`config.mk`:
```
export PLATFORM = sky130hd
export DESIGN_NAME = sect_ovf_guard
export DESIGN_NICKNAME = d
export VERILOG_FILES = /design/src/rtl/sog_pkg.sv /design/src/rtl/sog_layout.sv /design/src/rtl/sog_pick.sv /design/src/rtl/sect_ovf_guard.sv
export SDC_FILE = /design/constraint.sdc
export NUM_CORES = 1
export LEC_CHECK = 0
export ABC_AREA = 1
export BUFFER_PORTS_ARGS = -buffer_cell sky130_fd_sc_hd__buf_2
export CAP_MARGIN = 20
export CORE_MARGIN = 4
export CORE_UTILIZATION = 53
export CTS_CLUSTER_DIAMETER = 100
export DETAILED_ROUTE_END_ITERATION = 10
export PLACE_DENSITY = 0.87
export SLEW_MARGIN = 10
export SYNTH_ARGS = -nofsm -noshare
export SYNTH_HDL_FRONTEND = slang
export SYNTH_SLANG_ARGS = --single-unit
```
`constraint.sdc`:
```
create_clock -name clk -period 6.5 [get_ports clk]
set_clock_uncertainty 0.1 [all_clocks]
set_input_delay 0.325 -clock clk [delete_from_list [all_inputs] [get_ports clk]]
set_output_delay 0.325 -clock clk [all_outputs]
set_load 0.02 [all_outputs]
```
`src/rtl/sog_pkg.sv`:
```
package sog_pkg;

    typedef enum logic [2:0] {
        S_IDLE,
        S_CHECK,
        S_FETCH,
        S_WAIT_FILL,
        S_WRITE,
        S_UPDATE
    } sog_state_e;

endpackage

```
`src/rtl/sog_layout.sv`:
```
// Combinational comparison of new and old sector layouts.
module sog_layout #(
    parameter int NBLK = 4,
    parameter int SZW  = 7,
    parameter int BLK  = 64
) (
    input  logic [NBLK-1:0]     dirty,
    input  logic [NBLK-1:0]     pb_hit,
    input  logic [NBLK*SZW-1:0] new_sz,
    input  logic [NBLK*SZW-1:0] old_sz,
    output logic                overflow,
    output logic [NBLK-1:0]     fetch_mask,
    output logic [NBLK*SZW-1:0] commit_sz
);
    localparam logic [SZW-1:0] BLK_W = SZW'(BLK);

    logic [NBLK-1:0] grow;
    logic [NBLK-1:0] after_f;    // strictly above first grower
    logic [NBLK-1:0] from_f;     // at or above first grower
    logic [SZW-1:0]  nfp [NBLK];
    logic [SZW-1:0]  ofp [NBLK];

    for (genvar i = 0; i < NBLK; i++) begin : g_blk
        // raw cap on footprint
        assign nfp[i] = (new_sz[i*SZW +: SZW] >= BLK_W) ? BLK_W : new_sz[i*SZW +: SZW];
        assign ofp[i] = (old_sz[i*SZW +: SZW] >= BLK_W) ? BLK_W : old_sz[i*SZW +: SZW];
        if (i < NBLK-1) begin : g_mid
            assign grow[i] = dirty[i] && (nfp[i] > ofp[i]);
        end else begin : g_last
            assign grow[i] = 1'b0;
        end
    end

    always_comb begin
        logic seen;
        seen = 1'b0;
        for (int j = 0; j < NBLK; j++) begin
            after_f[j] = seen;
            seen       = seen | grow[j];
            from_f[j]  = seen;
        end
    end

    always_comb begin
        for (int j = 0; j < NBLK; j++) begin
            fetch_mask[j] = after_f[j] && !dirty[j] && !pb_hit[j];
            if (dirty[j] && (from_f[j] || j == NBLK-1))
                commit_sz[j*SZW +: SZW] = nfp[j];
            else
                commit_sz[j*SZW +: SZW] = ofp[j];
        end
    end

    assign overflow = |grow;

endmodule

```
`src/rtl/sog_pick.sv`:
```
// Lowest set bit index of a request vector.
module sog_pick #(
    parameter int N    = 4,
    parameter int IDXW = (N > 1) ? $clog2(N) : 1
) (
    input  logic [N-1:0]    req,
    output logic [IDXW-1:0] idx
);
    always_comb begin
        idx = '0;
        for (int k = N-1; k >= 0; k--) begin
            if (req[k]) idx = IDXW'(k);
        end
    end
endmodule

```
`src/rtl/sect_ovf_guard.sv`:
```
module sect_ovf_guard
    import sog_pkg::*;
#(
    parameter int NBLK = 4,
    parameter int SZW  = 7,
    parameter int BLK  = 64,
    parameter int SECW = 16,
    localparam int IDXW = (NBLK > 1) ? $clog2(NBLK) : 1,
    localparam int VW   = NBLK*SZW
) (
    input  logic            clk,
    input  logic            rst_n,
    input  logic            ev_valid,
    output logic            ev_ready,
    input  logic [SECW-1:0] ev_sector,
    input  logic [NBLK-1:0] ev_dirty,
    input  logic [NBLK-1:0] ev_pb_hit,
    input  logic [VW-1:0]   ev_size,
    output logic            at_req,
    output logic [SECW-1:0] at_sector,
    input  logic            at_ack,
    input  logic [VW-1:0]   at_size,
    output logic            rd_req,
    output logic [SECW-1:0] rd_sector,
    output logic [IDXW-1:0] rd_blk,
    input  logic            rd_ack,
    input  logic            rd_fill,
    output logic            wr_req,
    output logic [SECW-1:0] wr_sector,
    output logic [VW-1:0]   wr_sizes,
    output logic            wr_rmw,
    input  logic            wr_ack,
    output logic            md_upd,
    output logic [SECW-1:0] md_sector,
    output logic [VW-1:0]   md_sizes
);
    sog_state_e state_q, state_d;

    logic [SECW-1:0] sector_q;
    logic [NBLK-1:0] dirty_q, pb_q, pend_q;
    logic [VW-1:0]   new_q, commit_q;
    logic            rmw_q;

    logic            ovf;
    logic [NBLK-1:0] fetch;
    logic [VW-1:0]   commit;
    logic [IDXW-1:0] cur;
    logic [NBLK-1:0] pend_rest;

    sog_layout #(.NBLK(NBLK), .SZW(SZW), .BLK(BLK)) i_layout (
        .dirty      (dirty_q),
        .pb_hit     (pb_q),
        .new_sz     (new_q),
        .old_sz     (at_size),
        .overflow   (ovf),
        .fetch_mask (fetch),
        .commit_sz  (commit)
    );

    sog_pick #(.N(NBLK), .IDXW(IDXW)) i_pick (
        .req (pend_q),
        .idx (cur)
    );

    always_comb begin
        pend_rest      = pend_q;
        pend_rest[cur] = 1'b0;
    end

    // State register
    always_ff @(posedge clk or negedge rst_n) begin
        if (!rst_n) state_q <= S_IDLE;
        else        state_q <= state_d;
    end

    // Next-state logic
    always_comb begin
        state_d = state_q;
        unique case (state_q)
            S_IDLE:      if (ev_valid) state_d = S_CHECK;
            S_CHECK:     if (at_ack)   state_d = (|fetch) ? S_FETCH : S_WRITE;
            S_FETCH:     if (rd_ack)   state_d = S_WAIT_FILL;
            S_WAIT_FILL: if (rd_fill)  state_d = (|pend_rest) ? S_FETCH : S_WRITE;
            S_WRITE:     if (wr_ack)   state_d = S_UPDATE;
            S_UPDATE:                  state_d = S_IDLE;
            default:                   state_d = S_IDLE;
        endcase
    end

    // Datapath registers
    always_ff @(posedge clk or negedge rst_n) begin
        if (!rst_n) begin
            sector_q <= '0;
            dirty_q  <= '0;
            pb_q     <= '0;
            new_q    <= '0;
            commit_q <= '0;
            pend_q   <= '0;
            rmw_q    <= 1'b0;
        end else begin
            if (state_q == S_IDLE && ev_valid) begin
                sector_q <= ev_sector;
                dirty_q  <= ev_dirty;
                pb_q     <= ev_pb_hit;
                new_q    <= ev_size;
            end
            if (state_q == S_CHECK && at_ack) begin
                commit_q <= commit;
                pend_q   <= fetch;
                rmw_q    <= ovf;
            end
            if (state_q == S_WAIT_FILL && rd_fill) begin
                pend_q <= pend_rest;
            end
        end
    end

    // Outputs
    always_comb begin
        ev_ready  = (state_q == S_IDLE);
        at_req    = (state_q == S_CHECK);
        rd_req    = (state_q == S_FETCH);
        wr_req    = (state_q == S_WRITE);
        md_upd    = (state_q == S_UPDATE);
        at_sector = sector_q;
        rd_sector = sector_q;
        rd_blk    = cur;
        wr_sector = sector_q;
        wr_sizes  = commit_q;
        wr_rmw    = rmw_q;
        md_sector = sector_q;
        md_sizes  = commit_q;
    end

    // Assertions
    p_busy_backpressure_r1: assert property (@(posedge clk) disable iff (!rst_n)
        (ev_valid && ev_ready) |=> !ev_ready);

    p_query_hold_r2: assert property (@(posedge clk) disable iff (!rst_n)
        (at_req && !at_ack) |=> at_req && $stable(at_sector));

    p_fetch_offchip_r6: assert property (@(posedge clk) disable iff (!rst_n)
        rd_req |-> (!dirty_q[rd_blk] && !pb_q[rd_blk]));

    p_read_hold_r6: assert property (@(posedge clk) disable iff (!rst_n)
        (rd_req && !rd_ack) |=> rd_req && $stable(rd_blk));

    p_no_early_write_r7: assert property (@(posedge clk) disable iff (!rst_n)
        wr_req |-> (pend_q == '0));

    p_write_hold_r7: assert property (@(posedge clk) disable iff (!rst_n)
        (wr_req && !wr_ack) |=> wr_req && $stable(wr_sizes) && $stable(wr_rmw));

    p_update_pulse_r8: assert property (@(posedge clk) disable iff (!rst_n)
        (wr_req && wr_ack) |=> md_upd ##1 (!md_upd && ev_ready));

endmodule

```
### After elaboration in Yosys (flattened, before gate mapping)

Cells that the tools add are included.

| word-level totals | value |
|---|---|
| output and inout bits | 128 |
| bits of input ports | 87 |
| flip-flop bits (word level) | 88 |
| word-level logic and storage cells | 91 |

| cells by class | value |
|---|---|
| order comparisons | 13 |
| mux-type cells | 28 |
| reductions and logical operators | 28 |
| equality and inequality tests | 10 |
| bitwise gates (word level) | 4 |

Operators by type and width:

| kind | count |
|---|---|
| 7-bit 2-to-1 mux | 12 |
| 7-bit >= comparator, second input constant | 8 |
| 7-bit greater-than comparator | 3 |
| 3-bit 2-to-1 mux | 7 |
| 1-bit logical AND | 16 |
| 3-bit case mux with 5 select lines | 1 |
| 2-bit 2-to-1 mux | 4 |
| 4-bit 2-to-1 mux | 2 |
| 3-bit by 2-bit == test with 1-bit output, second input constant | 2 |
| 3-bit == test, second input constant | 2 |
| 1-bit logical NOT | 6 |
| 2-bit by 1-bit inequality test with 1-bit output, second input constant | 3 |
| 3-bit OR reduction | 2 |
| 5-bit AND reduction | 1 |
| 4-bit AND | 1 |
| 2-bit inequality test, second input constant | 2 |
| 4-bit NOT | 1 |
| 4-bit OR reduction | 1 |
| 3-bit by 1-bit == test with 1-bit output, second input constant | 1 |
| 3-bit logical NOT | 1 |
| 2-bit by 3-bit less-than comparator with 1-bit output, second input constant | 1 |
| 1-bit demux with 2-bit select | 1 |
| 2-bit by 1-bit >= comparator with 1-bit output, second input constant | 1 |
| 1-bit bitwise OR | 2 |
| other kinds (2) | 2 |

### Longest topological paths before layout

| logic depth | value |
|---|---|
| word-level depth | 14 |
| depth in mapped cells | 16 |
| gate-level depth less buffers | 16 |

### By module

Synthesis repeated with hierarchy kept, for this count alone.

| unflattened totals | value |
|---|---|
| cell total of the unflattened synthesis | 747 |
| area, all modules | 5,487.8 um2 |

By module, submodules not included:

| module | instances | sequential area each (um2) | cells each | area each (um2) |
|---|---|---|---|---|
| sect_ovf_guard | 1 | 2,202.1 | 509 | 4,210.3 |
| sog_layout | 1 | 0.0 | 232 | 1,243.7 |
| sog_pick | 1 | 0.0 | 6 | 33.8 |

### Least setup slack after synthesis

No wires, ideal clock.

| timing path | value |
|---|---|
| path type | flip-flop to flip-flop |
| start | register new_q[6] |
| end | register commit_q[7], in the netlist md_sizes[7] |
| period minus slack after synthesis | 2,121 ps |
| path buffers | 2 |
| library setup time | 118 ps |
| path slack | 4,379 ps |
| required time | 6,282 ps |
| arrival | 1,903 ps |
| cell stages (with the launch flop) | 13 |
| cells stage by stage | dfrtp_1 -> clkbuf_1 -> or2_2 -> ha_1 -> inv_1 -> nor2_1 -> a21boi_2 -> nand2_4 -> nand2_4 -> nand2_2 -> buf_6 -> a21oi_1 -> nor2_1 |

| between the ends | value |
|---|---|
| cells in the longest elaborated chain, start to end | 7 |

RTL lines:

| element | RTL line | source |
|---|---|---|
| start, declared | sect_ovf_guard.sv:41 | `logic [VW-1:0] new_q, commit_q;` |
| start signal, assigned | sect_ovf_guard.sv:105 | `new_q <= ev_size;` |
| 7-bit >= comparator | sog_layout.sv:25 | `assign nfp[i] = (new_sz[i*SZW +: SZW] >= BLK_W) ? BLK_W : new_sz[i*SZW +: SZW];` |
| 7-bit 2-to-1 mux (*) | sog_layout.sv:25 |  |
| 7-bit greater-than comparator (*) | sog_layout.sv:28 | `assign grow[i] = dirty[i] && (nfp[i] > ofp[i]);` |
| 1-bit logical AND (*) | sog_layout.sv:28 |  |
| 1-bit bitwise OR (*) | sog_layout.sv:39 | `seen = seen \| grow[j];` |
| 1-bit logical AND (*) | sog_layout.sv:47 | `if (dirty[j] && (from_f[j] \|\| j == NBLK-1))` |
| 7-bit 2-to-1 mux (*) | sog_layout.sv:47 |  |
| end signal, assigned | sect_ovf_guard.sv:108 | `commit_q <= commit;` |
| end, declared | sect_ovf_guard.sv:41 |  |

Mark *: on every way between the ends. The rest lies on a longest branch, timed or not.
A chain may end at the register's enable or synchronous reset.

### Worst setup path after layout

Ends and elaborated chain as after synthesis.

==> summary.txt <==
CTS
  • Sink Count: 87
  • Clock root cell: clkbuf_8
  • H-tree depth: 3
  • Later-pin clock latency in the skew report: roughly 340 ps
  • Cts hold-fix bufs: 0
  • CTS clk-pin slew, worst paths: approximately 90 ps
  • Clk buf depth: 2
  • CTS Buf Count: 9
  • CTS tree: done
  • Setup bufs post-CTS: 0
  • Post-CTS Resized: 0

Route
  • Vias: ~4,300
  • DRC viols: 0
  • Total Wirelength: about 12 mm
  • Via density: between 4 and 5
  • Post-route ant nets: 0
  • DR iter-0 viols: approximately 230
  • DR pass1 iterations: 4
  • Post-DR wirelength/cell: between 10 and 15 um

Synth
  • Largest cells by area after synthesis: dfrtp_1, buf_4, nand2_1, ha_1, mux2_1
  • Synth Instances: just over 600
  • Yosys cell types: 34
  • Net Count, Synth: approximately 720
  • Mapped Area: 5140 um^2
  • Synth top area share: a little over two fifths
  • Sequential cell area fraction in the yosys report: between 40% and 50%
  • Yosys reg bits: a little under 90
  • Yosys synthesis warning count: 0
  • Syn Area/Cell: between 8 and 9 um^2
  • Largest area contributor in the netlist: dfrtp_1

Cells and area
  • Fraction of layout instances using a drive strength above 1: about a third
  • Post-route cell area: slightly below 6000 um^2
  • Antenna Diode Count: 0
  • Final nets: approximately 850
  • Fill count: ~820
  • Area Growth Syn to Fin: 14.5%

STA
  • Final hold vios: 75
  • Period utilisation layout: ~37%
  • Max-slew headroom: 42.1%
  • RSZ-0062 raised after global routing: no
  • Max Clk Rate: about 410 MHz
  • Slew @ Worst Pin: 867 ps
  • Setup Total Neg Slack: 0 ps
  • Fin. max-slew vios: 0
  • Final Critical Period: 2430 ps
  • Hold_ws: -72.1 ps
  • Count of final setup violators: 0

Pwr
  • Switching share of total power: around half
  • Sequential share of power: between 20% and 30%
  • Pleak: ~3.4 nW
  • Clock Power Share: around 12%
  • P_int: around 1.6 mW
  • Switching component of the power: approximately 1.6 mW
  • Power share of the combinational group: just under 60%
  • PwrDens: 548 nW/um^2
  • Worst vdd ir: ~0.00042 V
  • Power Total: around 3.2 mW

Run status
  • Outcome: complete, but fails checks
  • Failing checks: hold timing

GRT
  • First-pass GRT wire length: approximately 19 mm
  • Initial antenna violation count: 0
  • Vias in the first global route: 4,261
  • Total grt overflow: 0
  • Largest net degree at the start of global routing: 88
  • All-Layer GR Usage: between 20% and 30%

Placed design
  • IO buf count: between 200 and 250
  • Placer Congestion: roughly 0.86
  • Dpl hpwl: approximately 9 mm
  • Dpl cell area: 5680 um^2

Setup path
  • FF-to-FF End: md_sizes[7]$_DFFE_PN0P_
  • R2r startpoint: new_q[6]$_DFFE_PN0P_
  • R2R setup slack: 4070 ps
  • Crit Path Max Fanout: 16
  • Startpoint class of the critical path: flop
  • Critical path class: flop to flop
  • Worst-case reg-to-reg path depth: 11
  • Worst EP required: ~6600 ps
  • CP endpoint kind: flop
  • CP arrival: between 2000 and 3000 ps

Floorplanning
  • Full die area: 11,300 um^2
  • I/O Pins: between 200 and 250
  • Core Rows: 35
  • Initial Util: between 50% and 60%
  • CORE AREA: between 9000 and 10,000 um^2
  • Die Ht: about 110 um
  • Die Span X: about 110 um

Worst hold path
  • Worst min path class: input pin to async pin

Job
  • Max Cap Viol: 0
## placed cells by master, fill, tap and decap left out, types with 5 or more instances in the layout
| cell type | n |
|---|---|
| a21oi_1 | 49 |
| a21oi_2 | 8 |
| buf_2 | 212 |
| clkbuf_8 | 9 |
| dfrtp_1 | 87 |
| ha_1 | 21 |
| inv_1 | 64 |
| mux2_1 | 22 |
| nand2_1 | 130 |
| nand2_2 | 5 |
| nand3_1 | 5 |
| nor2_1 | 63 |
| o21ai_0 | 5 |
| o21ai_1 | 18 |
| o22ai_1 | 7 |
## power groups by stage
stage	combinational, mW	sequential (mW)	clock [mW]
finish	1.86	0.964	0.395
global placement	1.83	0.958	0
detailed placement	1.88	0.974	0
global route	2.05	1.00	0.434
floorplan	1.51	1.09	0
CTS	1.89	0.965	0.411
## cell usage after synthesis
| cell type | number |
|---|---|
| nor2_1 | 63 |
| nor3_1 | 1 |
| o21a_1 | 1 |
| nand3_2 | 1 |
| inv_1 | 64 |
| mux2_1 | 22 |
| ha_1 | 21 |
| dfrtp_1 | 87 |
| inv_2 | 4 |
| buf_4 | 79 |
| buf_6 | 2 |
| a21oi_2 | 8 |
| nor3b_1 | 1 |
| o21ai_1 | 18 |
| o221ai_1 | 3 |
| a31oi_1 | 1 |
| clkbuf_1 | 7 |
| o22ai_1 | 7 |
| buf_2 | 11 |
| nor2_4 | 2 |
| nand3_1 | 5 |
| o31ai_1 | 1 |
| nand2_2 | 5 |
| nand2_4 | 3 |
| o21ai_0 | 5 |
| or2_2 | 4 |
| a21boi_2 | 1 |
| a21oi_1 | 49 |
| o211ai_1 | 2 |
| mux2_2 | 1 |
| nand3_4 | 1 |
| nor3_2 | 2 |
| nand3b_1 | 2 |
| nand2_1 | 130 |
## metal layers
| metal | vias up | track usage [%] | routed length [um] |
|---|---|---|---|
| met4 | 0 | 7.21 | 176 |
| li1 | 2118 | - | - |
| met1 | 1980 | 25.6 | 4900 |
| met2 | 189 | 36.1 | 5780 |
| met5 | - | 0 | 0 |
| met3 | 17 | 4.19 | 937 |
## kinds of logic (layout without fill, tap and decap cells)
kind of cell | count (synthesis) | in the layout | synth area share (%)
AO/OA/AOI/OAI | 96 | 96 | 10.7
multiplexers | 23 | 23 | 5.04
AND/OR/NAND/NOR | 220 | 220 | 18.2
flip-flops | 87 | 87 | 42.4
buffers and inverters | 167 | 296 | 18.5
adder cells (fa/ha/maj) | 21 | 21 | 5.12
## flip-flops by register name (all words and copies together) (netlist names)
signal,flops
md_sizes,28
new_q,28
at_sector,16
dirty_q,4
pend_q,4
pb_q,3
state_q,3
wr_rmw,1
## cell type report
| type | instances | area [um^2] | share of cell area [%] |
|---|---|---|---|
| clock inverter | 4 | 72.6 | 1.23 |
| tap | 129 | 161 | 2.74 |
| timing repair buffer | 214 | 1080 | 18.4 |
| inverter | 68 | 255 | 4.34 |
| multi-input combinational | 360 | 2010 | 34.1 |
| clock buffer | 10 | 128 | 2.17 |
| sequential | 87 | 2180 | 37.0 |
## worst max-delay path, stage by stage (launching register included)
cell	delay (ps)
dfrtp_1	490
or2_2	360
ha_1	280
inv_1	30
nor2_1	130
a21boi_2	90
nand2_4	190
nand2_4	80
nand2_2	240
o21ai_0	130
a21oi_1	150
nor2_1	50
## metrics by stage
stage	std cells	worst slack, ps	utilization (%)
after floorplan	614	4380	-
after global placement	858	4120	60.9
after detailed placement	858	4050	60.9
after CTS	872	4080	63.0
after global routing	872	3880	63.0
final	872	4070	63.0
## worst max-delay path by stage
stage	startpoint	to	slack (ps)	cells after the start
after CTS	new_q[6]$_DFFE_PN0P_	md_sizes[7]$_DFFE_PN0P_	4080	11
after detailed placement	at_size[6]	md_sizes[7]$_DFFE_PN0P_	4050	14
final	new_q[6]$_DFFE_PN0P_	md_sizes[7]$_DFFE_PN0P_	4070	11
after global placement	at_size[6]	md_sizes[7]$_DFFE_PN0P_	4120	14
after floorplan	new_q[6]$_DFFE_PN0P_	md_sizes[7]$_DFFE_PN0P_	4380	12
after global routing	new_q[6]$_DFFE_PN0P_	md_sizes[7]$_DFFE_PN0P_	3880	11
No activity file was read; power rests on OpenSTA's default activity.
